$ cat src/rtl/rtc_pkg.sv
// Package rtc_pkg
// Shared time record, reset value and BCD helper functions for the calendar
// clock. Assumes all time fields hold valid packed BCD.
package rtc_pkg;

    // Byte slot order inside the record: slot 0 is second, slot 7 is century.
    typedef struct packed {
        logic [7:0] century;
        logic [7:0] year;
        logic [7:0] month;
        logic [7:0] date;
        logic [7:0] dow;
        logic [7:0] hour;
        logic [7:0] minute;
        logic [7:0] second;
    } rtc_time_t;

    localparam int SLOTS = 8;
    localparam logic [8*SLOTS-1:0] RTC_RESET_BITS = 64'h20_00_01_01_01_00_00_00;

    // Low address nibble of each holding slot; century sits apart from the rest.
    function automatic logic [3:0] slot_nibble(input int idx);
        return (idx == SLOTS - 1) ? 4'h1 : 4'(15 - idx);
    endfunction

    // Increment a BCD byte, returning 'first' when 'top' is passed.
    function automatic logic [7:0] bcd_step(input logic [7:0] v,
                                            input logic [7:0] top,
                                            input logic [7:0] first);
        if (v == top)
            return first;
        else if (v[3:0] == 4'h9)
            return {v[7:4] + 4'h1, 4'h0};
        else
            return v + 8'h01;
    endfunction

    // Divisible-by-4 test on a BCD year: even tens need 0/4/8, odd tens need 2/6.
    function automatic logic bcd_leap(input logic [7:0] yr);
        if (!yr[4])
            return (yr[3:0] == 4'h0) || (yr[3:0] == 4'h4) || (yr[3:0] == 4'h8);
        else
            return (yr[3:0] == 4'h2) || (yr[3:0] == 4'h6);
    endfunction

    // Last date of a BCD month, in BCD.
    function automatic logic [7:0] month_last(input logic [7:0] mon,
                                              input logic [7:0] yr);
        case (mon)
            8'h02:                      return bcd_leap(yr) ? 8'h29 : 8'h28;
            8'h04, 8'h06, 8'h09, 8'h11: return 8'h30;
            default:                    return 8'h31;
        endcase
    endfunction

endpackage

$ cat src/rtl/rtc_sec_divider.sv
// Module rtc_sec_divider
// Counts reference enable pulses and emits a one-cycle pulse on every
// DIV_COUNT-th one. A restart clears the count. Assumes DIV_COUNT >= 2.
module rtc_sec_divider #(
    parameter int DIV_COUNT = 32768
) (
    input  logic clk,
    input  logic rst_n,
    input  logic ref_tick_i,
    input  logic restart_i,
    output logic pulse_o
);
    localparam int CW = (DIV_COUNT > 1) ? $clog2(DIV_COUNT) : 1;
    localparam logic [CW-1:0] LAST = CW'(DIV_COUNT - 1);

    logic [CW-1:0] cnt_q;

    // Prescaler count: cleared by reset or restart, stepped by each reference pulse.
    always_ff @(posedge clk) begin
        if (!rst_n || restart_i)
            cnt_q <= '0;
        else if (ref_tick_i)
            cnt_q <= (cnt_q == LAST) ? '0 : cnt_q + 1'b1;
    end

    assign pulse_o = ref_tick_i && (cnt_q == LAST);

    // a second pulse never lasts two cycles.
    a_r2_single_pulse: assert property (@(posedge clk) disable iff (!rst_n)
        pulse_o |=> !pulse_o);
    // without reference pulses or a restart, the count holds.
    a_r2_idle_hold: assert property (@(posedge clk) disable iff (!rst_n)
        (!ref_tick_i && !restart_i) |=> $stable(cnt_q));
    // a restart leaves the prescaler at zero.
    a_r2_restart_clears: assert property (@(posedge clk) disable iff (!rst_n)
        restart_i |=> (cnt_q == '0));
endmodule

$ cat src/rtl/rtc_time_core.sv
// Module rtc_time_core
// Live seconds-to-century counters in packed BCD. They advance once per tick
// with month-length and leap-year handling, and take a host value on load.
// Load has priority over tick. Assumes loaded values are valid BCD.
module rtc_time_core
    import rtc_pkg::*;
(
    input  logic      clk,
    input  logic      rst_n,
    input  logic      tick_i,
    input  logic      load_i,
    input  rtc_time_t load_val_i,
    output rtc_time_t time_o
);
    rtc_time_t time_q;
    rtc_time_t time_nx;
    logic c_sec, c_min, c_hour, c_date, c_mon, c_year;
    logic [7:0] last_day;

    // Carry chain and next-second value of every field.
    always_comb begin
        last_day = month_last(time_q.month, time_q.year);
        c_sec    = (time_q.second == 8'h59);
        c_min    = c_sec  && (time_q.minute == 8'h59);
        c_hour   = c_min  && (time_q.hour == 8'h23);
        c_date   = c_hour && (time_q.date == last_day);
        c_mon    = c_date && (time_q.month == 8'h12);
        c_year   = c_mon  && (time_q.year == 8'h99);

        time_nx         = time_q;
        time_nx.second  = bcd_step(time_q.second, 8'h59, 8'h00);
        if (c_sec)  time_nx.minute  = bcd_step(time_q.minute, 8'h59, 8'h00);
        if (c_min)  time_nx.hour    = bcd_step(time_q.hour, 8'h23, 8'h00);
        if (c_hour) time_nx.dow     = bcd_step(time_q.dow, 8'h07, 8'h01);
        if (c_hour) time_nx.date    = bcd_step(time_q.date, last_day, 8'h01);
        if (c_date) time_nx.month   = bcd_step(time_q.month, 8'h12, 8'h01);
        if (c_mon)  time_nx.year    = bcd_step(time_q.year, 8'h99, 8'h00);
        if (c_year) time_nx.century = bcd_step(time_q.century, 8'h99, 8'h00);
    end

    // Live counter register: reset, host load first, then one-second advance.
    always_ff @(posedge clk) begin
        if (!rst_n)
            time_q <= rtc_time_t'(RTC_RESET_BITS);
        else if (load_i)
            time_q <= load_val_i;
        else if (tick_i)
            time_q <= time_nx;
    end

    assign time_o = time_q;

    // with neither a tick nor a load, the live time holds.
    a_r2_no_tick_hold: assert property (@(posedge clk) disable iff (!rst_n)
        (!tick_i && !load_i) |=> $stable(time_q));
    // a load always lands exactly, even in a tick cycle.
    a_r10_load_wins: assert property (@(posedge clk) disable iff (!rst_n)
        load_i |=> (time_q == $past(load_val_i)));
    // every tick changes the seconds field.
    a_r3_second_moves: assert property (@(posedge clk) disable iff (!rst_n)
        (tick_i && !load_i) |=> (time_q.second != $past(time_q.second)));
    // day-of-week changes only together with a zero hour after a tick.
    a_r4_dow_at_midnight: assert property (@(posedge clk) disable iff (!rst_n)
        (tick_i && !load_i && (time_q.dow != time_nx.dow)) |=> (time_q.hour == 8'h00));
endmodule

$ cat src/rtl/rtc_host_regs.sv
// Module rtc_host_regs
// Host-visible holding bytes and the control byte. It decodes the bus,
// refreshes the holding bytes one cycle after each second pulse unless a
// control bit blocks it, and issues the load pulse when the set bit is cleared.
// Assumes one bus access per cycle.
module rtc_host_regs
    import rtc_pkg::*;
#(
    parameter int ADDR_W = 15
) (
    input  logic              clk,
    input  logic              rst_n,
    input  logic              bus_en,
    input  logic              bus_we,
    input  logic [ADDR_W-1:0] bus_addr,
    input  logic [7:0]        bus_wdata,
    output logic [7:0]        bus_rdata,
    input  logic              refresh_i,
    input  rtc_time_t         live_i,
    output rtc_time_t         hold_o,
    output logic              load_o
);
    localparam int CTRL_NIB = 8;

    logic                  in_win;
    logic [3:0]            nib;
    logic                  wr_en;
    logic                  rd_en;
    logic                  ctrl_hit;
    logic [SLOTS-1:0]      sel;
    logic                  refresh_q;
    logic                  set_q;
    logic                  frz_q;
    logic [8*SLOTS-1:0]    hold_bits;
    logic [8*SLOTS-1:0]    live_bits;
    logic [7:0]            rd_mux;

    assign in_win    = &bus_addr[ADDR_W-1:4];
    assign nib       = bus_addr[3:0];
    assign wr_en     = bus_en && bus_we;
    assign rd_en     = bus_en && !bus_we;
    assign ctrl_hit  = in_win && (nib == 4'(CTRL_NIB));
    assign live_bits = live_i;
    assign hold_o    = rtc_time_t'(hold_bits);
    assign load_o    = wr_en && ctrl_hit && set_q && !bus_wdata[7];

    generate
        for (genvar g = 0; g < SLOTS; g++) begin : g_slot
            logic [7:0] byte_q;
            assign sel[g] = in_win && (nib == slot_nibble(g));
            // One holding byte: host write first, then the blockable refresh.
            always_ff @(posedge clk) begin
                if (!rst_n)
                    byte_q <= RTC_RESET_BITS[8*g +: 8];
                else if (wr_en && sel[g])
                    byte_q <= bus_wdata;
                else if (refresh_q && !set_q && !frz_q)
                    byte_q <= live_bits[8*g +: 8];
            end
            assign hold_bits[8*g +: 8] = byte_q;
        end
    endgenerate

    // Delay the second pulse so the refresh copies the advanced counters.
    always_ff @(posedge clk) begin
        if (!rst_n)
            refresh_q <= 1'b0;
        else
            refresh_q <= refresh_i;
    end

    // Control bits: set (bit 7) and freeze (bit 6), written only by the host.
    always_ff @(posedge clk) begin
        if (!rst_n) begin
            set_q <= 1'b0;
            frz_q <= 1'b0;
        end else if (wr_en && ctrl_hit) begin
            set_q <= bus_wdata[7];
            frz_q <= bus_wdata[6];
        end
    end

    // Select the addressed holding byte; unmapped addresses give zero.
    always_comb begin
        rd_mux = 8'h00;
        for (int i = 0; i < SLOTS; i++)
            if (sel[i]) rd_mux = hold_bits[8*i +: 8];
    end

    // Registered read data, held between reads.
    always_ff @(posedge clk) begin
        if (!rst_n)
            bus_rdata <= 8'h00;
        else if (rd_en)
            bus_rdata <= ctrl_hit ? {set_q, frz_q, 6'b0} : rd_mux;
    end

    // while frozen and not written by the host, the holding bytes keep their value.
    a_r8_frozen_hold: assert property (@(posedge clk) disable iff (!rst_n)
        (frz_q && !(wr_en && |sel)) |=> $stable(hold_bits));
    // while the set bit is on, the refresh cannot move the holding bytes.
    a_r9_set_hold: assert property (@(posedge clk) disable iff (!rst_n)
        (set_q && !(wr_en && |sel)) |=> $stable(hold_bits));
    // a load leaves the set bit cleared.
    a_r9_load_clears_set: assert property (@(posedge clk) disable iff (!rst_n)
        load_o |=> !set_q);
    // reads outside the clock bytes return zero.
    a_r12_unmapped_zero: assert property (@(posedge clk) disable iff (!rst_n)
        (rd_en && !ctrl_hit && !(|sel)) |=> (bus_rdata == 8'h00));
    // a host write to a slot lands even in a refresh cycle.
    a_r11_host_first: assert property (@(posedge clk) disable iff (!rst_n)
        (wr_en && sel[0]) |=> (hold_bits[7:0] == $past(bus_wdata)));
endmodule

$ cat src/rtl/rtc_calendar_top.sv
// Module rtc_calendar_top
// Memory-mapped BCD calendar clock. It ties the one-second prescaler, the
// live counter chain and the host holding/control bytes together. A load
// restarts the prescaler. Assumes ref_tick is a one-cycle enable in clk domain.
module rtc_calendar_top
    import rtc_pkg::*;
#(
    parameter int ADDR_W    = 15,
    parameter int DIV_COUNT = 32768
) (
    input  logic              clk,
    input  logic              rst_n,
    input  logic              ref_tick,
    input  logic              bus_en,
    input  logic              bus_we,
    input  logic [ADDR_W-1:0] bus_addr,
    input  logic [7:0]        bus_wdata,
    output logic [7:0]        bus_rdata
);
    logic      sec_pulse;
    logic      load;
    rtc_time_t live;
    rtc_time_t hold;

    rtc_sec_divider #(.DIV_COUNT(DIV_COUNT)) u_div (
        .clk        (clk),
        .rst_n      (rst_n),
        .ref_tick_i (ref_tick),
        .restart_i  (load),
        .pulse_o    (sec_pulse)
    );

    rtc_time_core u_core (
        .clk        (clk),
        .rst_n      (rst_n),
        .tick_i     (sec_pulse),
        .load_i     (load),
        .load_val_i (hold),
        .time_o     (live)
    );

    rtc_host_regs #(.ADDR_W(ADDR_W)) u_regs (
        .clk       (clk),
        .rst_n     (rst_n),
        .bus_en    (bus_en),
        .bus_we    (bus_we),
        .bus_addr  (bus_addr),
        .bus_wdata (bus_wdata),
        .bus_rdata (bus_rdata),
        .refresh_i (sec_pulse),
        .live_i    (live),
        .hold_o    (hold),
        .load_o    (load)
    );
endmodule

$ cat config.mk
export PLATFORM = sky130hd
export DESIGN_NAME = rtc_calendar_top
export DESIGN_NICKNAME = d
export VERILOG_FILES = /design/src/rtl/rtc_pkg.sv /design/src/rtl/rtc_sec_divider.sv /design/src/rtl/rtc_time_core.sv /design/src/rtl/rtc_host_regs.sv /design/src/rtl/rtc_calendar_top.sv
export SDC_FILE = /design/constraint.sdc
export NUM_CORES = 1
export LEC_CHECK = 0
export ABC_CLOCK_PERIOD_IN_PS = 7500
export BUFFER_PORTS_ARGS = -buffer_cell sky130_fd_sc_hd__buf_2
export CAP_MARGIN = 25
export CELL_PAD_IN_SITES_DETAIL_PLACEMENT = 0
export CELL_PAD_IN_SITES_GLOBAL_PLACEMENT = 1
export CORE_UTILIZATION = 51
export CTS_CLUSTER_SIZE = 16
export DETAILED_ROUTE_END_ITERATION = 16
export GPL_TIMING_DRIVEN = 0
export HOLD_SLACK_MARGIN = 0.08
export PLACE_DENSITY_LB_ADDON = 0.3
export SYNTH_ARGS = -nofsm -noshare
export SYNTH_HDL_FRONTEND = slang
export SYNTH_SLANG_ARGS = --single-unit
$ cat constraint.sdc
create_clock -name clk -period 7.5 [get_ports clk]
set_input_delay 1.5 -clock clk [delete_from_list [all_inputs] [get_ports clk]]
set_output_delay 1.5 -clock clk [all_outputs]
set_load 0.02 [all_outputs]
==> metrics.md, run 1 <==
| Metric | Value |
|---|---|
| Status | `complete, no violations` |
| CTS Buffer Depth | `2` |
| RSZ-0062 raised after global routing | `no` |
| Initial Util | `0.519` |
| Largest cells by area after synthesis | `dfxtp_1, mux2i_1, a211oi_1` |
| Flop pwr share | `0.449` |
| R2R cell count | `8` |
| # hold bufs at CTS | `0` |
| Setup TNS | `0 ns` |
| Relative slew slack | `0.249` |
| P_leak | `0.00392 uW` |
| Grt ovf | `0` |
| Ys flop type | `dfxtp_1` |
| Root Driver | `clkbuf_16` |
| Setup Skew | `0.0103 ns` |
| Reg2reg setup slack | `4.47 ns` |
| Share of cells above drive strength 1 | `0.105` |
| Setup Buffers After CTS | `0` |
| Final Hold Viols | `0` |
| Cell area power density | `176 nW/um^2` |
| Fin nets | `1230` |
| Post-synth EDFFs | `0` |
| Max incr delay on CP | `0.60 ns` |
| Hold Crit Depth | `1` |
| Clock power share | `0.516` |
| Port-buffer cells | `26` |
| Antenna diode count | `0` |
| First DRT Iteration DRCs | `955` |
| Synth warn | `0` |
| Cells after Synth | `1127` |
| Sinks on Clock Net | `154` |
| Critical-path top delay cell | `nor4_1` |
| CP Launch Point | `bus_addr[6]` |
| Net Sw Power | `426 uW` |
| P&R area growth vs syn | `11.3%` |
| Async set-reset flop share out of synthesis | `0` |
| Num CTS Buffers | `17` |
| Wire per inst | `21.7 um` |
| Final Cycle Share | `0.544` |
| Pin count of the biggest net entering global routing | `17` |
| Synth Net Count | `1184` |
| First-pass GRT wire length | `46100 um` |
| Hold endpoint | `u_regs.bus_rdata[0]$_SDFFE_PN0P_` |
| Worst R2R End | `u_core.time_o[43]$_SDFFE_PN0P_` |
| Number of cell rows | `49` |
| H-tree levels | `4` |
| CTS tree | `built` |
| Synthesized area | `9330 um^2` |
| Antenna Nets Post-Route | `0` |
| Die width | `137 um` |
| Worst setup SP type | `primary input` |
| Internal | `1400 uW` |
| Max VDD drop | `0.165 mV` |
| Worst setup EP type | `flip-flop` |
| #FFs+latches synth | `154` |
| Pre-antenna DRT Iters | `5` |
| DRC viols | `0` |
| Crit-path cells | `buf_2 -> nand4_1 -> nor4_1 -> nand4_1 -> clkbuf_1 -> clkbuf_1 -> o21ai_0 -> a21oi_1` |
| Req. time, crit path | `7.79 ns` |
| Fmax | `245 MHz` |
| Clock-pin slew on the worst setup and hold paths | `0.07 ns` |
| Core Area | `18000 um^2` |
| Finish-stage setup viols | `0` |
| Post-synth cell types | `86` |
| Logic pwr share | `0.035` |
| Total Routed Length | `30700 um` |
| Overall routing resource usage | `0.334` |
| Top-level port count | `36` |
| Crit path arrival time | `4.37 ns` |
| Final Slew Violations | `0` |
| Reg-to-Reg Start | `u_core.time_o[0]$_SDFFE_PN0P_` |
| Placer congestion estimate | `0.953` |
| Max Cap Viol | `0` |
| Final min period | `4.08 ns` |
| Vias in the first global route | `7873` |
| Worst slew pin tran | `1.12 ns` |
| Min-delay worst type | `reg -> reg` |
| Worst skew pair latency | `0.44 ns` |
| Final Instance Area | `10400 um^2` |
| Routed via count | `8816` |
| Synth top area share | `0.331` |
| Vias per cell | `6.23` |
| DP HPWL | `22200 um` |
| Initial antenna violation count | `0` |
| Crit Path Category | `in -> reg` |
| Chip height | `137 um` |
| Sw frac | `0.233` |
| # resized after CTS | `0` |
| Placed Instance Area | `9750 um^2` |
| Critical-path maximum fanout | `10` |
| Biggest area consumer among synthesized cells | `dfxtp_1` |
| Sequential fraction of the synthesis area | `0.331` |
| Full die area | `18800 um^2` |
| Avg Cell Area, Syn | `8.28 um^2` |
| Min-delay src | `u_regs.bus_rdata[0]$_SDFFE_PN0P_` |
## layout by cell type, fill, tap and decap left out, types with 31 or more instances in the layout
| cell type | n |
|---|---|
| dfxtp_1 | 154 |
| a211oi_1 | 83 |
| o21ai_0 | 39 |
| nor2_1 | 161 |
| mux2i_1 | 73 |
| clkbuf_1 | 50 |
| a21oi_1 | 67 |
| nor3_1 | 31 |
| buf_2 | 36 |
| nand2_1 | 98 |
## layout make-up
class | count | area, um^2
plain buffers | 80 | 368
clock buffers | 18 | 439
clock inverters | 14 | 195
fillers | 1689 | 7580
inverters | 27 | 101
multi-input cells | 866 | 5780
flip-flops and latches | 154 | 3080
well taps | 229 | 287
repair buffers | 27 | 138
## cells by family (layout without fill, tap and decap cells)
family | after synthesis | after routing | synth area share
compound gates | 270 | 270 | 0.206
buf+inv | 107 | 166 | 0.0503
flops | 154 | 154 | 0.331
xor+xnor | 36 | 36 | 0.0338
mux | 83 | 83 | 0.100
simple gates | 448 | 448 | 0.241
fa+ha+maj | 29 | 29 | 0.0389
## per-stage QoR
stage | setup WS (ns) | hold slack (ns) | instances | power (uW) | util
4_1_cts | 3.62 | 0.494 | 1415 | 1820 | 0.578
3_5_place_dp | 3.17 | 0.479 | 1383 | 901 | 0.543
6_report | 3.42 | 0.491 | 1415 | 1830 | 0.578
5_1_grt | 3.44 | 0.519 | 1415 | 1870 | 0.578
2_1_floorplan | 4.27 | 0.428 | 1127 | 871 | -
3_3_place_gp | 3.26 | 0.471 | 1382 | 901 | 0.542
## layer usage
metal / wire [um] / global-route usage / vias up / share of wire
met5: 0 / 0 / - / 0
met4: 1160 / 0.140 / 0 / 0.038
met3: 2320 / 0.0776 / 86 / 0.076
met2: 13900 / 0.524 / 350 / 0.45
met1: 13300 / 0.440 / 4185 / 0.43
li1: - / - / 4195 / -
## critical path: cells and delay by family
| family | cells | cell delay, ns |
|---|---|---|
| and+or+nand+nor | 3 | 1.33 |
| buffers and inverters | 3 | 1.06 |
| AOI/OAI and AO/OA | 2 | 0.46 |
## Yosys cell counts (5+ instances only)
cell and count:
nor2_1 161, dfxtp_1 154, nand2_1 98, a211oi_1 83
mux2i_1 73, a21oi_1 67, clkbuf_1 50, o21ai_0 39
nor3_1 31, ha_1 29, nand3_1 27, inv_1 26
nand4_1 24, xnor2_1 23, nor2b_1 19, and3_1 13
xor2_1 13, nand2b_1 11, buf_2 10, o211ai_1 9
a22oi_1 8, mux4_2 8, a221o_1 7, and2_1 7
buf_1 7, nand3b_1 7, or3_1 7, nor3b_1 6
nor4_1 6, o22ai_1 6, or2_2 6, buf_6 5
clkbuf_2 5
## power by group through the flow
| stage | Sequential (uW) | Combinational [uW] | Clock [uW] |
|---|---|---|---|
| finish | 820 | 64.6 | 943 |
| detailed placement | 839 | 62.7 | 0 |
| CTS | 820 | 63.1 | 940 |
| global placement | 839 | 62.1 | 0 |
| floorplan | 839 | 32.0 | 0 |
| global route | 820 | 67.9 | 979 |
## registers in the layout, summed over array words and instances, names as in the netlist
register and cells:
u_core.time_o 64, u_regs.frz_q 1, u_regs.set_q 1, u_regs.bus_rdata 8, u_regs.g_slot.byte_q 64, u_regs.refresh_q 1
u_div.cnt_q 15
## worst max path at each step
stage | to | depth (start not counted)
2_1_floorplan | u_core.time_o[57]$_SDFFE_PN0P_ | 9
3_3_place_gp | u_core.time_o[22]$_SDFFE_PN0P_ | 8
3_5_place_dp | u_core.time_o[22]$_SDFFE_PN0P_ | 8
4_1_cts | u_core.time_o[22]$_SDFFE_PN0P_ | 8
5_1_grt | u_core.time_o[22]$_SDFFE_PN0P_ | 8
6_report | u_core.time_o[22]$_SDFFE_PN0P_ | 8
Power figures use the tool's default switching activity.
==> inputs of run 2 (changes only) <==
- ABC_CLOCK_PERIOD_IN_PS: 7500 -> 4240
- CORE_UTILIZATION: 51 -> 48
- clock period: 7.5 -> 4.24 ns (I/O delays scaled with it)
==> metrics.md, run 2 (synthesis results as in run 1) <==
| Metric | Value |
|---|---|
| Overall routing resource usage | `0.321 (-0.0131)` |
| Chip height | `141 um (+3.0%)` |
| Relative slew slack | `0.345 (+0.0959)` |
| Fmax | `291 MHz` |
| Setup WS pre-CTS | `0.492 ns (-2.68 ns)` |
| Hold Crit Depth | `1 (unchanged)` |
| Pin count of the biggest net entering global routing | `17 (unchanged)` |
| CP Launch Point | `bus_wdata[7]` |
| Worst setup SP type | `primary input` |
| P&R area growth vs syn | `11.6%` |
| CTS tree | `built` |
| Placed Instance Area | `9790 um^2 (+0.40%)` |
| Worst skew pair latency | `0.44 ns (about the same)` |
| Clock-pin slew on the worst setup and hold paths | `0.07 ns (about the same)` |
| Crit Path Category | `in -> reg` |
| Critical-path maximum fanout | `10 (unchanged)` |
| # hold bufs at CTS | `0 (unchanged)` |
| Hold endpoint | `u_regs.bus_rdata[4]$_SDFFE_PN0P_` |
| Antenna Nets Post-Route | `0 (unchanged)` |
| Final min period | `3.44 ns` |
| Share of cells above drive strength 1 | `0.106 (+0.000754)` |
| Worst R2R End | `u_core.time_o[43]$_SDFFE_PN0P_` |
| Setup TNS | `0 ns (unchanged)` |
| H-tree levels | `4 (unchanged)` |
| Worst slew pin tran | `0.983 ns (-0.140 ns)` |
| Pre-antenna DRT Iters | `6 (+1)` |
| Initial antenna violation count | `0 (unchanged)` |
| Status | `complete, no violations` |
| Total Power | `3180 uW (+74%)` |
| Placer congestion estimate | `0.957 (+0.46%)` |
| DRC viols | `0 (unchanged)` |
| Full die area | `20000 um^2 (+6.2%)` |
| Min-delay worst type | `reg -> reg` |
| Finish-stage setup viols | `0 (unchanged)` |
| Reg-to-Reg Start | `u_core.time_o[0]$_SDFFE_PN0P_` |
| Setup Skew | `0.00481 ns (-0.00550 ns)` |
| Number of cell rows | `50 (+2.0%)` |
| DP HPWL | `22700 um (+2.2%)` |
| Antenna diode count | `0 (unchanged)` |
| R2R cell count | `8 (unchanged)` |
| First-pass GRT wire length | `48200 um (+4.5%)` |
| Die width | `141 um (+3.0%)` |
| Most common cell after layout, fill and taps aside | `nor2_1` |
| Cell area power density | `305 nW/um^2 (+74%)` |
| P_leak | `0.00390 uW (-0.43%)` |
| Fill count | `1839 (+8.9%)` |
| Reg2reg setup slack | `1.28 ns (-3.19 ns)` |
| Grt ovf | `0 (unchanged)` |
| Max Cap Viol | `0 (unchanged)` |
| Setup ws final | `0.803 ns (-2.62 ns)` |
| Total Routed Length | `31500 um (+2.4%)` |
| # resized after CTS | `0 (unchanged)` |
| Final Slew Violations | `0 (unchanged)` |
| Met1 Track Usage GR | `0.424 (-0.0161)` |
| Min-delay src | `u_regs.bus_rdata[4]$_SDFFE_PN0P_` |
| Top Usage Layer GRT | `met2` |
| Core Area | `18900 um^2 (+5.2%)` |
| Final Cycle Share | `0.811` |
| Met2 Resource Use GR | `0.503 (-0.0210)` |
| Final Instance Area | `10400 um^2 (+0.24%)` |
| Max VDD drop | `0.308 mV (+87%)` |
| Root Driver | `clkbuf_16` |
| Core Util, Final | `0.551 (-0.0271)` |
| Setup Buffers After CTS | `0 (unchanged)` |
| Initial Util | `0.494 (-0.0256)` |
| First DRT Iteration DRCs | `828 (-13%)` |
| Port-buffer cells | `26 (unchanged)` |
| Vias per cell | `6.14 (-1.5%)` |
| Fin nets | `1231 (+0.081%)` |
| Worst setup EP type | `flip-flop` |
| Most frequent cells in the layout | `nor2_1, dfxtp_1, nand2_1` |
| Req. time, crit path | `4.61 ns (-3.18 ns)` |
| RSZ-0062 raised after global routing | `no` |
| Wire per inst | `21.7 um (+0.11%)` |
| Crit path arrival time | `3.80 ns (-0.57 ns)` |
| Met3 GRT Util | `0.0537 (-0.0240)` |
| Vias in the first global route | `8252 (+4.8%)` |
| CTS Buffer Depth | `2 (unchanged)` |
| Num CTS Buffers | `17 (unchanged)` |
| Routed via count | `8880 (+0.73%)` |
| Sinks on Clock Net | `154 (unchanged)` |
| Top-level port count | `36 (unchanged)` |
| Final Hold Viols | `0 (unchanged)` |
## run 2: cell count changes in the layout (fill, tap and decap cells not counted), sizes merged
cell / before / now
clkinvlp: 1 / 4
clkinv: 8 / 7
inv: 28 / 27
bufinv: 4 / 3
buf: 52 / 53
## run 2: power by group
part / switching [uW] / internal [uW]
Clock: 672 / 943
Sequential: 1.90 / 1450
Combinational: 87.3 / 27.3
## run 2: worst max path at each step
stage | end | slack [ns] | depth (start not counted)
2_1_floorplan | u_core.time_o[57]$_SDFFE_PN0P_ | 1.66 | 9
3_3_place_gp | u_core.time_o[22]$_SDFFE_PN0P_ | 0.49 | 8
3_5_place_dp | u_core.time_o[22]$_SDFFE_PN0P_ | 0.49 | 8
4_1_cts | u_core.time_o[22]$_SDFFE_PN0P_ | 0.94 | 8
5_1_grt | u_core.time_o[37]$_SDFFE_PN0P_ | 0.78 | 8
6_report | u_core.time_o[22]$_SDFFE_PN0P_ | 0.80 | 8
## run 2: per-layer routing
metal	wire (um)	up-vias
li1	-	4198
met1	13800	4223
met2	14000	364
met3	2110	95
met4	1540	0
met5	0	-
## run 2: critical path, cell delays in order
cell	delay [ns]
clkbuf_1	0.44
nand2b_1	0.21
nor2_1	0.06
nand4_1	0.33
clkbuf_1	0.73
clkbuf_1	0.72
o21ai_0	0.28
a21oi_1	0.18
## run 2: final cells by class
type | instances | area (um^2) | area share
Timing Repair Buffer | 28 | 145 | 0.0139
Clock inverter | 14 | 174 | 0.0167
Multi-Input combinational cell | 866 | 5780 | 0.555
Sequential cell | 154 | 3080 | 0.296
Clock buffer | 18 | 439 | 0.0422
Buffer | 80 | 368 | 0.0353
Tap cell | 260 | 325 | 0.0312
Inverter | 27 | 101 | 0.00973
## run 2: metrics by stage
stage               hold WS, ns  cells
finish                    0.486   1447
detailed placement        0.472   1414
CTS                       0.488   1446
floorplan                 0.428   1127
global placement          0.472   1413
global route              0.518   1447
